$ cat config.mk
export PLATFORM = sky130hd
export DESIGN_NAME = fx_scale_unit
export DESIGN_NICKNAME = d
export VERILOG_FILES = /design/src/rtl/fxs_pkg.sv /design/src/rtl/fxs_lzc.sv /design/src/rtl/fxs_lnorm.sv /design/src/rtl/fxs_dn_round.sv /design/src/rtl/fx_scale_unit.sv
export SDC_FILE = /design/constraint.sdc
export NUM_CORES = 1
export LEC_CHECK = 0
export BUFFER_PORTS_ARGS = -buffer_cell sky130_fd_sc_hd__buf_2
export CAP_MARGIN = 20
export CORE_MARGIN = 2
export CORE_UTILIZATION = 40
export CTS_BUF_LIST = sky130_fd_sc_hd__clkbuf_4 sky130_fd_sc_hd__clkbuf_8
export CTS_CLUSTER_DIAMETER = 30
export CTS_CLUSTER_SIZE = 14
export DETAILED_ROUTE_END_ITERATION = 12
export PLACE_DENSITY = 0.59
export SYNTH_ARGS = -nofsm -noshare
export SYNTH_HDL_FRONTEND = slang
export SYNTH_HIERARCHICAL = 1
export SYNTH_SLANG_ARGS = --single-unit
$ cat constraint.sdc
create_clock -name clk -period 6.9 [get_ports clk]
set_input_delay 1.38 -clock clk [delete_from_list [all_inputs] [get_ports clk]]
set_output_delay 1.38 -clock clk [all_outputs]
set_load 0.01 [all_outputs]
$ cat src/rtl/fxs_pkg.sv
package fxs_pkg;
  // scale operand classes
  typedef enum logic [2:0] {
    SRC_NUM  = 3'd0,
    SRC_ZERO = 3'd1,
    SRC_INF  = 3'd2,
    SRC_QNAN = 3'd3,
    SRC_SNAN = 3'd4
  } src_class_e;

  // rounding modes on the underflow path
  typedef enum logic [1:0] {
    RND_NEAR = 2'd0,
    RND_ZERO = 2'd1,
    RND_DOWN = 2'd2,
    RND_UP   = 2'd3
  } rnd_mode_e;

  // exception flag positions
  localparam int X_INEX  = 0;
  localparam int X_UNFL  = 1;
  localparam int X_OVFL  = 2;
  localparam int X_OPERR = 3;
  localparam int X_SNAN  = 4;
  localparam int X_W     = 5;

  // condition flag positions
  localparam int C_NAN  = 0;
  localparam int C_INF  = 1;
  localparam int C_ZERO = 2;
  localparam int C_NEG  = 3;
  localparam int C_W    = 4;
endpackage

$ cat src/rtl/fxs_lzc.sv
module fxs_lzc #(
  parameter int W  = 64,
  parameter int CW = $clog2(W + 1)
) (
  input  logic [W-1:0]  vec,
  output logic [CW-1:0] cnt
);
  // the highest set bit wins; an all-zero vector counts W
  always_comb begin
    cnt = CW'(W);
    for (int i = 0; i < W; i++) begin
      if (vec[i]) cnt = CW'(W - 1 - i);
    end
  end
endmodule

$ cat src/rtl/fxs_lnorm.sv
module fxs_lnorm #(
  parameter int W  = 64,
  parameter int SW = 34,
  localparam int CW = $clog2(W + 1)
) (
  input  logic [W-1:0]         mant,
  input  logic signed [SW-1:0] e_in,
  input  logic                 limit,
  output logic [W-1:0]         mant_out,
  output logic signed [SW-1:0] e_out
);
  logic [CW-1:0]         lz;
  logic signed [SW-1:0]  amt;

  fxs_lzc #(.W(W), .CW(CW)) u_lzc (
    .vec (mant),
    .cnt (lz)
  );

  // shift by the leading-zero count; optionally stop the exponent at 0
  always_comb begin
    amt = SW'(lz);
    if (limit && (e_in < amt)) amt = e_in;
    mant_out = mant << amt[CW-1:0];
    e_out    = e_in - amt;
  end
endmodule

$ cat src/rtl/fxs_dn_round.sv
module fxs_dn_round
  import fxs_pkg::*;
#(
  parameter int W  = 64,
  parameter int SW = 34,
  localparam int DW = $clog2(W)
) (
  input  logic [W-1:0]  mant,
  input  logic [SW-1:0] deficit,
  input  logic          sign,
  input  logic [1:0]    mode,
  output logic [W-1:0]  mant_out,
  output logic          carry,
  output logic          inexact,
  output logic          round_up
);
  logic [2*W-1:0] wide;
  logic [W-1:0]   kept;
  logic           guard;
  logic           sticky;
  logic           far;
  logic [W:0]     sum;

  // W is a power of two, so a near deficit fits in DW bits
  always_comb begin
    far  = (deficit >= SW'(W));
    wide = {mant, {W{1'b0}}} >> deficit[DW-1:0];
    if (far) begin
      kept   = '0;
      guard  = 1'b0;
      sticky = |mant;
    end else begin
      kept   = wide[2*W-1:W];
      guard  = wide[W-1];
      sticky = |wide[W-2:0];
    end
    inexact = guard | sticky;
    case (rnd_mode_e'(mode))
      RND_NEAR: round_up = guard & (sticky | kept[0]);
      RND_ZERO: round_up = 1'b0;
      RND_DOWN: round_up = inexact & sign;
      default:  round_up = inexact & ~sign;
    endcase
    sum      = {1'b0, kept} + {{W{1'b0}}, round_up};
    carry    = sum[W];
    mant_out = carry ? {1'b1, {(W-1){1'b0}}} : sum[W-1:0];
  end

  // an increment is only ever taken on an inexact result
  always_comb begin
    p_rnd_needs_inexact_r4: assert (!round_up || inexact);
  end
endmodule

$ cat src/rtl/fx_scale_unit.sv
module fx_scale_unit
  import fxs_pkg::*;
#(
  parameter int EXP_W = 15,
  parameter int MAN_W = 64,
  parameter int SCL_W = 32,
  localparam int OP_W  = 1 + EXP_W + MAN_W
) (
  input  logic             clk,
  input  logic             rst,
  input  logic             start,
  input  logic [OP_W-1:0]  dst_op,
  input  logic [SCL_W-1:0] scale,
  input  logic [2:0]       src_class,
  input  logic [1:0]       rnd_mode,
  input  logic [X_W-1:0]   exc_enable,
  output logic             busy,
  output logic             done,
  output logic [OP_W-1:0]  result,
  output logic [C_W-1:0]   cond_flags,
  output logic [X_W-1:0]   exc_flags,
  output logic             trap
);
  localparam int SUM_W = SCL_W + 2;
  localparam logic [EXP_W-1:0] EXP_MAX = {EXP_W{1'b1}};
  localparam logic signed [SUM_W-1:0] SUM_TOP =
    {{(SUM_W-EXP_W){1'b0}}, {EXP_W{1'b1}}};

  // ---------------- stage 1: capture and exponent sum ----------------
  logic                    s1_vld;
  logic                    s1_sign;
  logic [EXP_W-1:0]        s1_exp;
  logic [MAN_W-1:0]        s1_man;
  logic signed [SUM_W-1:0] s1_sum;
  src_class_e              s1_cls;
  logic [1:0]              s1_rnd;
  logic [X_W-1:0]          s1_msk;
  logic                    accept;
  logic signed [SUM_W-1:0] e_sum;

  assign accept = start && !s1_vld;
  assign e_sum  = $signed({{(SUM_W-EXP_W){1'b0}}, dst_op[MAN_W +: EXP_W]})
                + $signed({{2{scale[SCL_W-1]}}, scale});

  always_ff @(posedge clk) begin
    if (rst) begin
      s1_vld  <= 1'b0;
      s1_sign <= 1'b0;
      s1_exp  <= '0;
      s1_man  <= '0;
      s1_sum  <= '0;
      s1_cls  <= SRC_NUM;
      s1_rnd  <= '0;
      s1_msk  <= '0;
    end else begin
      s1_vld <= accept;
      if (accept) begin
        s1_sign <= dst_op[OP_W-1];
        s1_exp  <= dst_op[MAN_W +: EXP_W];
        s1_man  <= dst_op[MAN_W-1:0];
        s1_sum  <= e_sum;
        s1_cls  <= src_class_e'(src_class);
        s1_rnd  <= rnd_mode;
        s1_msk  <= exc_enable;
      end
    end
  end

  assign busy = s1_vld;

  // ---------------- stage 2: path selection ----------------
  logic              dst_num;
  logic              under;
  logic              over;
  logic [SUM_W-1:0]  deficit;
  logic [MAN_W-1:0]  dr_man;
  logic              dr_carry;
  logic              dr_inex;
  logic              dr_up;
  logic [MAN_W-1:0]  ln_man;
  logic signed [SUM_W-1:0] ln_exp;

  assign dst_num = ((s1_exp != '0) && (s1_exp != EXP_MAX))
                || ((s1_exp == '0) && (s1_man != '0));
  assign under   = s1_sum < 0;
  assign over    = s1_sum >= SUM_TOP;
  assign deficit = SUM_W'(-s1_sum);

  fxs_dn_round #(.W(MAN_W), .SW(SUM_W)) u_dn_round (
    .mant     (s1_man),
    .deficit  (deficit),
    .sign     (s1_sign),
    .mode     (s1_rnd),
    .mant_out (dr_man),
    .carry    (dr_carry),
    .inexact  (dr_inex),
    .round_up (dr_up)
  );

  fxs_lnorm #(.W(MAN_W), .SW(SUM_W)) u_lnorm (
    .mant     (s1_man),
    .e_in     (s1_sum),
    .limit    (!over),
    .mant_out (ln_man),
    .e_out    (ln_exp)
  );

  logic [EXP_W-1:0] n_exp;
  logic [MAN_W-1:0] n_man;
  logic [X_W-1:0]   n_x;
  logic [C_W-1:0]   n_c;

  always_comb begin
    n_exp = s1_exp;
    n_man = s1_man;
    n_x   = '0;
    n_c   = '0;
    case (s1_cls)
      SRC_QNAN, SRC_SNAN: begin
        n_exp = EXP_MAX;
        n_man = '1;
        n_x[X_SNAN] = (s1_cls == SRC_SNAN);
      end
      SRC_INF: begin
        n_exp = EXP_MAX;
        n_man = '1;
        n_x[X_OPERR] = 1'b1;
        n_c[C_NAN]   = 1'b1;
      end
      default: begin
        if (dst_num) begin
          if (under) begin
            n_exp = {{(EXP_W-1){1'b0}}, dr_carry};
            n_man = dr_man;
            n_x[X_INEX] = dr_inex;
            if (!dr_carry && !dr_man[MAN_W-1]) begin
              n_x[X_UNFL] = 1'b1;
              n_c[C_ZERO] = (dr_man == '0);
            end
          end else if (over) begin
            if (ln_exp >= SUM_TOP) begin
              n_exp = EXP_MAX;
              n_man = '0;
              n_x[X_OVFL] = 1'b1;
              n_c[C_INF]  = 1'b1;
            end else begin
              n_exp = ln_exp[EXP_W-1:0];
              n_man = ln_man;
            end
          end else if (!s1_man[MAN_W-1]) begin
            n_exp = ln_exp[EXP_W-1:0];
            n_man = ln_man;
            n_x[X_UNFL] = !ln_man[MAN_W-1];
          end else begin
            n_exp = s1_sum[EXP_W-1:0];
          end
        end else if (s1_exp == '0) begin
          n_c[C_ZERO] = 1'b1;
        end else if (s1_man == '0) begin
          n_c[C_INF] = 1'b1;
        end else begin
          n_c[C_NAN]  = 1'b1;
          n_x[X_SNAN] = !s1_man[MAN_W-2];
        end
      end
    endcase
    n_c[C_NEG] = s1_sign;
  end

  // ---------------- registered outputs ----------------
  always_ff @(posedge clk) begin
    if (rst) begin
      done       <= 1'b0;
      result     <= '0;
      cond_flags <= '0;
      exc_flags  <= '0;
      trap       <= 1'b0;
    end else begin
      done <= s1_vld;
      if (s1_vld) begin
        result     <= {s1_sign, n_exp, n_man};
        cond_flags <= n_c;
        exc_flags  <= n_x;
        trap       <= |(n_x & s1_msk);
      end
    end
  end

  // ---------------- assertions ----------------
  p_done_pulse_r1: assert property (@(posedge clk) disable iff (rst)
    done |=> !done);
  p_accept_busy_r1: assert property (@(posedge clk) disable iff (rst)
    (start && !busy) |=> busy);
  p_busy_then_done_r1: assert property (@(posedge clk) disable iff (rst)
    busy |=> (done && !busy));
  p_ovfl_is_inf_r6: assert property (@(posedge clk) disable iff (rst)
    (done && exc_flags[X_OVFL]) |->
      (result[OP_W-2:0] == {EXP_MAX, {MAN_W{1'b0}}}) && cond_flags[C_INF]);
  p_unfl_exp_zero_r5: assert property (@(posedge clk) disable iff (rst)
    (done && exc_flags[X_UNFL]) |->
      (result[MAN_W +: EXP_W] == '0) && !result[MAN_W-1]);
  p_neg_mirrors_sign_r11: assert property (@(posedge clk) disable iff (rst)
    done |-> (cond_flags[C_NEG] == result[OP_W-1]));
  p_trap_needs_exc_r12: assert property (@(posedge clk) disable iff (rst)
    (done && (exc_flags == '0)) |-> !trap);
  p_one_class_r10: assert property (@(posedge clk) disable iff (rst)
    done |-> $onehot0(cond_flags[C_ZERO:C_NAN]));
endmodule

==> summary.md <==
| Metric | Value |
|---|---|
| Clk_lat worst skew | ~0.68 ns |
| Setup Crit Path Kind | reg2reg |
| Final setup vio count | 8 |
| Clock slew at reported path FFs | 0.06 ns |
| Seq cells post-synth | roughly 210 |
| Crit start category | flip-flop |
| Core area | 64100 µm² |
| CTS buffer count | 59 |
| Post-synth top flop | dfxtp_1 |
| P per Cell Area | 247 nW/µm² |
| Worst Setup Slack, final | -0.0407 ns |
| Rows | 93 |
| Mean post-synth cell area | between 7 and 8 µm² |
| Antenna violations before repair | 4 |
| Required @ worst endpoint | around 7.5 ns |
| Final instance area | 34100 µm² |
| Synth Warn # | 6 |
| Crit-path max FO | 8 |
| Initial Utilization | 40.2% |
| Cells after synthesis | 3309 |
| TritonCTS clock tree | yes |
| Slew @ Worst Pin | 1.12 ns |
| Vias | 32400 |
| RSZ-0062 raised after global routing | yes |
| Util after Layout | 53.3% |
| 1st-iter DRT viols | 4497 |
| Highest clock rate | 0.144 GHz |
| Netlist Area Pre-Place | 25800 µm² |
| Post-synth net total | 3468 |
| Tcrit/Tclk final | 101% |
| Post-synth EDFFs | 0 |
| Placed Area | 31800 µm² |
| Grt ovf | 0 |
| GRT Resource Usage Total | ~40% |
| Largest net degree at the start of global routing | 127 |
| Routed WL | 143 mm |
| GP Congestion | around 1.1 |
| HP Class | reg2reg |
| CTS max path bufs | 3 |
| Pleak | 13.5 nW |
| Failing checks | negative setup slack |
| Asr flop ratio synth | 0% |
| Vias/cell | between 6 and 7 |
| Clock skew | 0.0413 ns |
| CP Data Arrival Time | about 7.5 ns |
| Crit path max-delay cell type | or4_4 |
| Die height | approximately 260 µm |
| Depth of the CTS H-tree | 2 |
| Max VDD drop | 0.166 mV |
| Commonest non-fill, non-tap cell in the layout | buf_4 |
| Post-DP HPWL | 109 mm |
| Clock Sinks | 214 |
| Die width | 258 µm |
| IO Port Bufs | 216 |
| Vias in the first global route | ~30000 |
| Most frequent cells in the layout | buf_4 (605), nand2_1 (442), nor2_1 (337) |
| CTS root buffer | clkbuf_8 |
| Synth unique cells | between 100 and 150 |
| Global-route wire length before repair | 204 mm |
| Synth-to-Final Area Change | 32.5% |
| Nets@finish | 4139 |
| Outcome | finished with violations |
| Wire length per cell | roughly 30 µm |
| Initial DRT Pass Iterations | 7 |
| Drc violations | 0 |
| Layout cell share with drive strength beyond 1 | 35.1% |
| Num ports | 217 |
| Highest cell delay on the worst timing path | 0.53 ns |
| Fin. max-slew vios | 0 |
| Fin crit period | 6.94 ns |
| Max-slew headroom | 25.5% |
| DIE AREA | 66500 µm² |
| Final Hold Vio Count | 0 |
| Seq/Total Area, Yosys | 16.6% |
| Max-cap viol count | 0 |
| CP Capture Type | flip-flop |
| Antenna Violating Nets Remaining | 0 |
## worst paths after layout
kind | start | endpoint | slack (ns) | cells past startpoint
setup / recovery | s1_man[54] | result[61] | -0.04 | 34
hold / removal | s1_msk[2] | s1_msk[2] | 0.46 | 2
hold reg to reg | s1_msk[2] | s1_msk[2] | 0.46 | 2
setup reg to reg | s1_man[54] | result[61] | -0.04 | 34
## worst max-delay path: cells and delay by family (launching register included)
kind,cells,cell delay (ns)
AO/OA/AOI/OAI,10,1.98
adder cells (fa/ha/maj),3,0.72
buffers and inverters,5,0.48
flip-flops,1,0.34
AND/OR/NAND/NOR,16,3.30
## cell type report
cell class	instances	area [µm²]
Timing Repair Buffer	865	6380
Sequential cell	214	4310
Clock buffer	80	1010
Clock inverter	27	397
Inverter	62	240
Fill cell	6292	30000
Antenna cell	1	2.50
Multi-Input combinational cell	2778	20700
Tap cell	855	1070
## through the flow
step	total power, mW	setup slack, ns	instances	hold slack (ns)	setup TNS [ns]
finish	8.42	-0.0407	4882	0.457	-0.160
global route	8.70	-0.344	4881	0.483	-17.41
CTS	8.04	-0.0412	4858	0.460	-0.138
detailed placement	5.96	-0.676	4746	0.451	-8.41
global placement	5.99	-0.525	4746	0.442	-8.49
floorplan	4.08	0.0182	3309	0.432	0
## registers in the layout, indices dropped and copies added, names as in the netlist
name / flops
s1_rnd: 2
cond_flags: 3
s1_sum: 33
s1_sign: 1
result: 80
s1_exp: 15
done: 1
s1_man: 64
busy: 1
s1_msk: 5
trap: 1
s1_cls: 3
exc_flags: 5
## cells by family (layout without fill, tap and decap cells)
| kind of cell | after synthesis | count (layout) | share of synthesized area [%] |
|---|---|---|---|
| buffers and inverters | 318 | 1034 | 6.02 |
| xor gates and xnor gates | 93 | 93 | 3.16 |
| muxes | 312 | 312 | 17.8 |
| and+or+nand+nor | 1365 | 1366 | 25.9 |
| other | 0 | 1 | 0 |
| DFF | 214 | 214 | 16.6 |
| AOI/OAI and AO/OA | 973 | 973 | 28.8 |
| adders and majority gates | 34 | 34 | 1.71 |
## where the power goes
| part | total [mW] | internal, mW | switching [mW] |
|---|---|---|---|
| clock network | 2.04 | 1.29 | 0.744 |
| registers | 1.41 | 1.32 | 0.0907 |
| logic | 4.97 | 1.93 | 3.04 |
## timing repair
action | in CTS | in global routing
setup endpoints to repair | 57 | 83
gates cloned | 1 | 5
buffers inserted | 4 | 18
hold buffers | 0 | 0
pin swaps | 4 | 75
resized for setup | 25 | 125
## cells in the mapped netlist, types with 29 or more instances
cell | instances | area share, %
nand2_1 | 448 | 6.5
nor2_1 | 343 | 5.0
a21oi_1 | 238 | 4.6
dfxtp_1 | 214 | 17
mux2i_1 | 148 | 5.7
clkbuf_1 | 146 | 2.1
nor4_1 | 111 | 2.7
nor3_1 | 88 | 1.7
o21ai_0 | 81 | 1.6
mux4_2 | 78 | 6.8
a221oi_1 | 72 | 2.4
nand3_1 | 68 | 1.3
nand4_1 | 58 | 1.4
buf_2 | 57 | 1.1
mux2_2 | 55 | 2.4
a22oi_1 | 54 | 1.6
a211oi_1 | 52 | 1.5
inv_1 | 51 | 0.74
a211oi_2 | 50 | 2.4
o22ai_1 | 50 | 1.2
xnor2_1 | 50 | 1.7
o221ai_2 | 49 | 2.9
xor2_1 | 43 | 1.5
and3_1 | 36 | 0.87
ha_1 | 32 | 1.6
or3_1 | 31 | 0.75
a31oi_1 | 29 | 0.70
## layer usage
metal | GRT usage, % | vias to the layer above | share of wire, %
met4 | 21.0 | 6 | 6.0
met1 | 53.4 | 15600 | 40
met2 | 62.3 | 2142 | 43
met3 | 9.75 | 394 | 11
met5 | 0 | - | 0.027
li1 | - | 14200 | -
Note: power is estimated with default switching activity, not from simulation.
